## src/rtl/bsm_pkg.sv

```systemverilog
package bsm_pkg;

    localparam int FRAME_BITS = 8;

    typedef logic [FRAME_BITS-1:0] frame_t;

    typedef enum logic [1:0] {
        ST_IDLE,
        ST_SHIFT,
        ST_GAP,
        ST_WAIT
    } bsm_state_e;

    // busy level after polarity select: 1 means the slave holds us off
    function automatic logic busy_is_active(input logic lvl, input logic pol);
        return lvl ^ pol;
    endfunction

endpackage

```

## src/rtl/bsm_sync.sv

```systemverilog
module bsm_sync #(
    parameter int STAGES = 2
) (
    input  logic clk,
    input  logic rst,
    input  logic d,
    output logic q
);
    logic [STAGES-1:0] ff_q;

    always_ff @(posedge clk) begin
        if (rst) ff_q <= '0;
        else     ff_q <= {ff_q[STAGES-2:0], d};
    end

    assign q = ff_q[STAGES-1];
endmodule

```

## src/rtl/bsm_shreg.sv

```systemverilog
module bsm_shreg #(
    parameter int W = 8
) (
    input  logic         clk,
    input  logic         rst,
    input  logic         load,
    input  logic [W-1:0] load_val,
    input  logic         shift,
    input  logic         sin,
    output logic [W-1:0] q
);
    always_ff @(posedge clk) begin
        if (rst)        q <= '0;
        else if (load)  q <= load_val;
        else if (shift) q <= {q[W-2:0], sin};
    end
endmodule

```

## src/rtl/bsm_master.sv

```systemverilog
module bsm_master
    import bsm_pkg::*;
#(
    parameter int DIV         = 8,
    parameter int SYNC_STAGES = 2
) (
    input  logic                  clk,
    input  logic                  rst,
    input  logic [FRAME_BITS-1:0] tx_data,
    input  logic                  tx_valid,
    output logic                  tx_ready,
    output logic [FRAME_BITS-1:0] rx_data,
    output logic                  xfer_active,
    output logic                  frame_irq,
    input  logic                  busy_pol,
    output logic                  sck,
    output logic                  sdo,
    input  logic                  sdi,
    input  logic                  busy_in
);
    localparam int HALF = DIV / 2;
    localparam int CW   = (DIV > 1) ? $clog2(DIV) : 1;
    localparam int BW   = $clog2(FRAME_BITS);

    bsm_state_e    state_q;
    logic [CW-1:0] cnt_q;
    logic [BW-1:0] bit_q;
    logic          sck_q;
    logic          irq_q;
    frame_t        rx_q;

    logic   busy_lvl, busy_act;
    logic   at_half, at_end, last_bit;
    logic   launch_slot, take, rise_now, fall_mid;
    frame_t tx_sh, rx_sh, rx_next;

    bsm_sync #(.STAGES(SYNC_STAGES)) u_busy_sync (
        .clk (clk),
        .rst (rst),
        .d   (busy_in),
        .q   (busy_lvl)
    );

    assign busy_act = busy_is_active(busy_lvl, busy_pol);

    assign at_half  = (cnt_q == CW'(HALF - 1));
    assign at_end   = (cnt_q == CW'(DIV - 1));
    assign last_bit = (bit_q == BW'(FRAME_BITS - 1));

    // a byte may enter from idle, or at the falling-edge slot after a gap
    assign launch_slot = (state_q == ST_IDLE) || (state_q == ST_GAP && at_half);
    assign take        = launch_slot && tx_valid;
    assign rise_now    = (state_q == ST_SHIFT) && at_half;
    assign fall_mid    = (state_q == ST_SHIFT) && at_end;

    bsm_shreg #(.W(FRAME_BITS)) u_tx_sh (
        .clk      (clk),
        .rst      (rst),
        .load     (take),
        .load_val (tx_data),
        .shift    (fall_mid),
        .sin      (1'b0),
        .q        (tx_sh)
    );

    bsm_shreg #(.W(FRAME_BITS)) u_rx_sh (
        .clk      (clk),
        .rst      (rst),
        .load     (1'b0),
        .load_val ('0),
        .shift    (rise_now),
        .sin      (sdi),
        .q        (rx_sh)
    );

    assign rx_next = {rx_sh[FRAME_BITS-2:0], sdi};

    always_ff @(posedge clk) begin
        if (rst) begin
            state_q <= ST_IDLE;
            cnt_q   <= '0;
            bit_q   <= '0;
            sck_q   <= 1'b1;
            irq_q   <= 1'b0;
            rx_q    <= '0;
        end else begin
            irq_q <= 1'b0;
            unique case (state_q)
                ST_IDLE: begin
                    cnt_q <= '0;
                    if (take) begin
                        state_q <= ST_SHIFT;
                        bit_q   <= '0;
                        sck_q   <= 1'b0;
                    end
                end
                ST_SHIFT: begin
                    if (rise_now) begin
                        sck_q <= 1'b1;
                        if (last_bit) begin
                            // frame complete: hand over byte, read busy once
                            irq_q   <= 1'b1;
                            rx_q    <= rx_next;
                            cnt_q   <= '0;
                            state_q <= busy_act ? ST_WAIT : ST_GAP;
                        end else begin
                            cnt_q <= cnt_q + 1'b1;
                        end
                    end else if (at_end) begin
                        cnt_q <= '0;
                        sck_q <= 1'b0;
                        bit_q <= bit_q + 1'b1;
                    end else begin
                        cnt_q <= cnt_q + 1'b1;
                    end
                end
                ST_GAP: begin
                    if (at_half) begin
                        cnt_q <= '0;
                        if (take) begin
                            state_q <= ST_SHIFT;
                            bit_q   <= '0;
                            sck_q   <= 1'b0;
                        end else begin
                            state_q <= ST_IDLE;
                        end
                    end else begin
                        cnt_q <= cnt_q + 1'b1;
                    end
                end
                ST_WAIT: begin
                    if (at_end) begin
                        cnt_q <= '0;
                        if (!busy_act) state_q <= ST_GAP;
                    end else begin
                        cnt_q <= cnt_q + 1'b1;
                    end
                end
                default: state_q <= ST_IDLE;
            endcase
        end
    end

    assign tx_ready    = launch_slot;
    assign xfer_active = (state_q != ST_IDLE);
    assign frame_irq   = irq_q;
    assign rx_data     = rx_q;
    assign sck         = sck_q;
    assign sdo         = xfer_active & tx_sh[FRAME_BITS-1];

endmodule

```

## config.mk

```make
export PLATFORM = sky130hd
export DESIGN_NAME = bsm_master
export DESIGN_NICKNAME = d
export VERILOG_FILES = /design/src/rtl/bsm_pkg.sv /design/src/rtl/bsm_sync.sv /design/src/rtl/bsm_shreg.sv /design/src/rtl/bsm_master.sv
export SDC_FILE = /design/constraint.sdc
export NUM_CORES = 1
export LEC_CHECK = 0
export ABC_AREA = 1
export BUFFER_PORTS_ARGS = -buffer_cell sky130_fd_sc_hd__buf_2
export CAP_MARGIN = 20
export CORE_MARGIN = 3
export CORE_UTILIZATION = 43
export CTS_BUF_LIST = sky130_fd_sc_hd__clkbuf_8 sky130_fd_sc_hd__clkbuf_16
export DETAILED_ROUTE_END_ITERATION = 12
export SLEW_MARGIN = 25
export SYNTH_ARGS = -nofsm -noshare
export SYNTH_HDL_FRONTEND = slang
export SYNTH_SLANG_ARGS = --single-unit
export TNS_END_PERCENT = 30
```

## constraint.sdc

```tcl
create_clock -name clk -period 3 [get_ports clk]
set_input_delay 0.6 -clock clk [delete_from_list [all_inputs] [get_ports clk]]
set_output_delay 0.6 -clock clk [all_outputs]
set_load 0.05 [all_outputs]
```

# Word-level counts from Yosys, hierarchy flattened
# Cells that the tools add are included.
dict set report word_totals {
  regBits 35
  latch_bits 0
  mem_bits_rw 0
  romBits 0
  out_inout_bits 13
  elab_cells 71
  mem_count 0
}
dict set report op_classes {
  addsub 2
  mul 0
  div_mod_pow 0
  n_lt_le_gt_ge 0
  n_eq_ne 15
  shifts 0
  n_mux 27
  bitwise 4
  n_reduce_logical 14
}
# op count
set ops {}
lappend ops {{$mux W3} 8}
lappend ops {{$mux W8} 2}
lappend ops {{$ne A2 B2 Y1 const B} 8}
lappend ops {{$mux W2} 6}
lappend ops {{$pmux W3 S4} 1}
lappend ops {{$pmux W3 S3} 1}
lappend ops {{$pmux W2 S4} 1}
lappend ops {{$mux W1} 7}
lappend ops {{$add A3 B1 Y3 const B} 2}
lappend ops {{$eq A3 B3 Y1 const B} 2}
lappend ops {{$reduce_and A3 Y1} 2}
lappend ops {{$reduce_and A6 Y1} 1}
lappend ops {{$eq A2 B2 Y1 const B} 2}
lappend ops {{$logic_and A1 B1 Y1} 4}
lappend ops {{$reduce_and A4 Y1} 1}
lappend ops {{$reduce_bool A2 Y1} 2}
lappend ops {{$eq A3 B2 Y1 const B} 1}
lappend ops {{$ne A3 B3 Y1 const B} 1}
lappend ops {{$pmux W1 S3} 1}
lappend ops {{$reduce_bool A3 Y1} 1}
lappend ops {{$reduce_or A3 Y1} 1}
lappend ops {{$eq A2 B1 Y1 const B} 1}
lappend ops {{$logic_not A2 Y1} 1}
lappend ops {{$not A1 Y1} 2}
lappend ops {{3 further kinds} 3}

# Depth between registers and ports, before layout
dict set report logic_depth {
  word_depth 7
  ltp_mapped 10
}

# Hierarchy
# From an unflattened synthesis, not the netlist that was laid out.
dict set report unflattened {
  cells_unflattened 268
  area_unflattened_um2 1885.6
}
# module instances cells_each area_each_um2 seq_area_each_um2
set modules_own_cells {}
lappend modules_own_cells {bsm_master 1 136 1007.2 360.3}
lappend modules_own_cells {bsm_shreg 2 63 411.6 160.2}
lappend modules_own_cells {bsm_sync 1 6 55.1 40.0}

# Least setup slack after synthesis
# Ideal clock, no wire load.
dict set report synth_timing {
  path_kind {register -> output}
  from {register cnt_q[0]}
  to {output tx_ready}
  arrival_time_ns 1.635
  slack_ns 0.765
  path_stages_with_launch 5
  cell_sequence {dfxtp_1 ha_1 ha_1 inv_1 a21oi_1}
}
dict set report synth_via {
  elab_chain_len 3
}
# element line
set synth_rtl {}
lappend synth_rtl {{from (decl)} bsm_master.sv:26} ;# logic [CW-1:0] cnt_q;
lappend synth_rtl {{from (signal assigned)} bsm_master.sv:107} ;# cnt_q <= cnt_q + 1'b1;
lappend synth_rtl {{from (signal assigned)} bsm_master.sv:114} ;# cnt_q <= cnt_q + 1'b1;
lappend synth_rtl {{from (signal assigned)} bsm_master.sv:128} ;# cnt_q <= cnt_q + 1'b1;
lappend synth_rtl {{$eq A3 B2 Y1} bsm_master.sv:46} ;# assign at_half = (cnt_q == CW'(HALF - 1));
lappend synth_rtl {{$logic_and A1 B1 Y1} bsm_master.sv:51} ;# assign launch_slot = (state_q == ST_IDLE) || (state_q == ST_GAP && at_half);
lappend synth_rtl {{$logic_or A1 B1 Y1} bsm_master.sv:51}
lappend synth_rtl {{to (decl)} bsm_master.sv:11} ;# output logic tx_ready,
# Every way passes these cells.

# Worst setup path after layout
# Same ends and word-level chain as after synthesis.

==> metrics <==
outcome finished clean; DRC violations left 0; Post-CTS Setup Bufs 0; Peak supply drop about 320 uV; slew of the pin with the lowest slew margin about 0.52 ns; Critical Path AT approximately 1.7 ns; largest net degree at the start of global routing 18; post-DP HPWL approximately 2400 um; setup tns final 0 ns; placed cells around 270; Net Count, Synth about 220; Period minus WS final around 2.3 ns; GPL Wtd Cong ~0.83; Hold Path Class flip-flop to flip-flop; CP Max Fanout 4; clk buf depth 2; RSZ-0062 raised after global routing no; n_diodes 0; CTS tree yes; fraction of layout cells with a size suffix above 1 about a fifth; flops & latches, synth 35; Synth-to-Final Area Change 14.0%; Routed Antenna Nets 0; root buffer cell clkbuf_8; crit path setup slack, layout 0.683 ns; leak pwr between 0.8 and 0.9 nW; clk sinks 35; H-Tree Depth 2; MaxCap Viol Count 0; nature of the critical path startpoint flip-flop; Die H roughly 67 um; crit share post-route between 70 and 80%; Final Non-Filler Cells about 270; # rows 21; drt first pass iters 4; post-place setup slack about 1 ns; initial core utilization a little under half; final WL between 3000 and 4000 um; Mapped Cells 200; relative max-transition margin between 60% and 70%; Die ar. 4510 um2; Iter 0 DRT Violations 64; grt ovf 0; Final Hold Viols 0; fin. max-slew vios 0; crit path kind flip-flop to primary output; CTS clock-pin slew for the worst setup and hold paths roughly 0.060 ns; initial antenna violation count 0; Ports 27; final net count around 250; gr usage total roughly 16%; Power Density between 800 and 900 nW/um2; sequential fraction of the synthesis area ~44%; setup violators final 0; vias per cell slightly above 5; Die W approximately 67 um; f_max 432 MHz; WL per Instance approximately 12 um; port bufs 26; Cell variety after synth 25; CTS Hold Bufs 0; Setup Skew roughly 0.0066 ns; worst skew pair latency 0.28 ns; first-pass GRT wire length 5530 um; Post-Syn Area between 1500 and 2000 um2; core box area roughly 3500 um2; via count between 1000 and 1500; vias in the first global route around 1300; Resized cells post-CTS 0; number of buffers created by CTS 5; Mapped Avg Cell Area approximately 8.0 um2; Ys Warns 0; Req. time, crit path between 2 and 2.5 ns; Worst setup EP type primary output
[power breakdown]
group	total, mW	internal (mW)	switching, mW
registers	0.615	0.535	0.0803
clock network	0.313	0.154	0.159
logic	0.561	0.182	0.379
total	1.49	0.871	0.618
[registers in the layout, summed over array words and instances (netlist names)]
signal            count
cnt_q                 3
sck                   1
u_tx_sh.q             8
bit_q                 3
state_q               2
frame_irq             1
u_busy_sync.ff_q      2
rx_data               8
u_rx_sh.q             7
[kinds of logic (layout without fill, tap and decap cells)]
group | after synthesis | after routing | synth area share (%)
AO/OA/AOI/OAI | 39 | 39 | 14.1
AND/OR/NAND/NOR | 84 | 84 | 26.8
adder cells (fa/ha/maj) | 7 | 7 | 5.45
flip-flops | 35 | 35 | 43.6
buffers and inverters | 35 | 62 | 10.1
[cells in the mapped netlist, drive strengths merged]
cell type / instances / area (um2)
nand4: 1 / 6.26
a32oi: 1 / 8.76
inv: 29 / 116
nor2: 31 / 134
nor3: 1 / 5.00
o221ai: 6 / 52.6
ha: 7 / 87.6
buf: 4 / 38.8
a21oi: 14 / 70.1
a31oi: 1 / 6.26
dfxtp: 35 / 701
nand3: 23 / 145
nand2: 28 / 140
o21ai: 17 / 88.8
clkbuf: 2 / 7.51
[path summary, 6_finish.rpt]
| kind | cells after the start | slack [ns] | start | to |
|---|---|---|---|---|
| max | 5 | 0.68 | cnt_q[0] | tx_ready |
| min | 2 | 0.40 | u_busy_sync.ff_q[0] | u_busy_sync.ff_q[1] |
| max reg2reg | 7 | 1.25 | cnt_q[0] | u_rx_sh.q[5] |
| min reg2reg | 2 | 0.40 | u_busy_sync.ff_q[0] | u_busy_sync.ff_q[1] |
[per-layer routing]
layer / part of all wire [%] / vias to the layer above / global-route usage, %
met5: 0 / - / 0
met4: 1.7 / 0 / 6.08
met3: 4.8 / 7 / 3.99
met2: 48 / 30 / 28.8
met1: 45 / 643 / 17.8
li1: - / 713 / -
[layout make-up]
class | count | area (um2)
sequential | 35 | 701
clock inverter | 1 | 7.51
multi-input combinational | 130 | 744
fill | 337 | 1640
inverter | 29 | 116
tap | 46 | 57.6
timing repair buffer | 27 | 138
clock buffer | 5 | 68.8
[through the flow]
| stage | hold WS (ns) | cell area (um2) | power, mW | utilization (%) |
|---|---|---|---|---|
| finish | 0.404 | 1830 | 1.49 | 52.8 |
| global route | 0.416 | 1830 | 1.61 | 52.8 |
| CTS | 0.406 | 1830 | 1.50 | 52.8 |
| detailed placement | 0.395 | 1760 | 1.19 | 50.6 |
| global placement | 0.390 | 1760 | 1.18 | 50.6 |
| floorplan | 0.388 | 1610 | 1.10 | - |
[worst max-delay path, cell delays in order (launching register included)]
cell	delay, ns
dfxtp_1	0.33
ha_1	0.22
ha_1	0.24
inv_1	0.10
a21oi_1	0.23
buf_2	0.31
[cell usage in the layout (no fill, tap or decap), drive strengths merged]
master / n
o221ai: 6
inv: 29
buf: 27
nand3: 23
clkinvlp: 1
clkbuf: 5
nor3: 1
a32oi: 1
nor2: 31
nand4: 1
o21ai: 17
dfxtp: 35
nand2: 28
a21oi: 14
a31oi: 1
ha: 7
(Power assumes the default switching activity.)
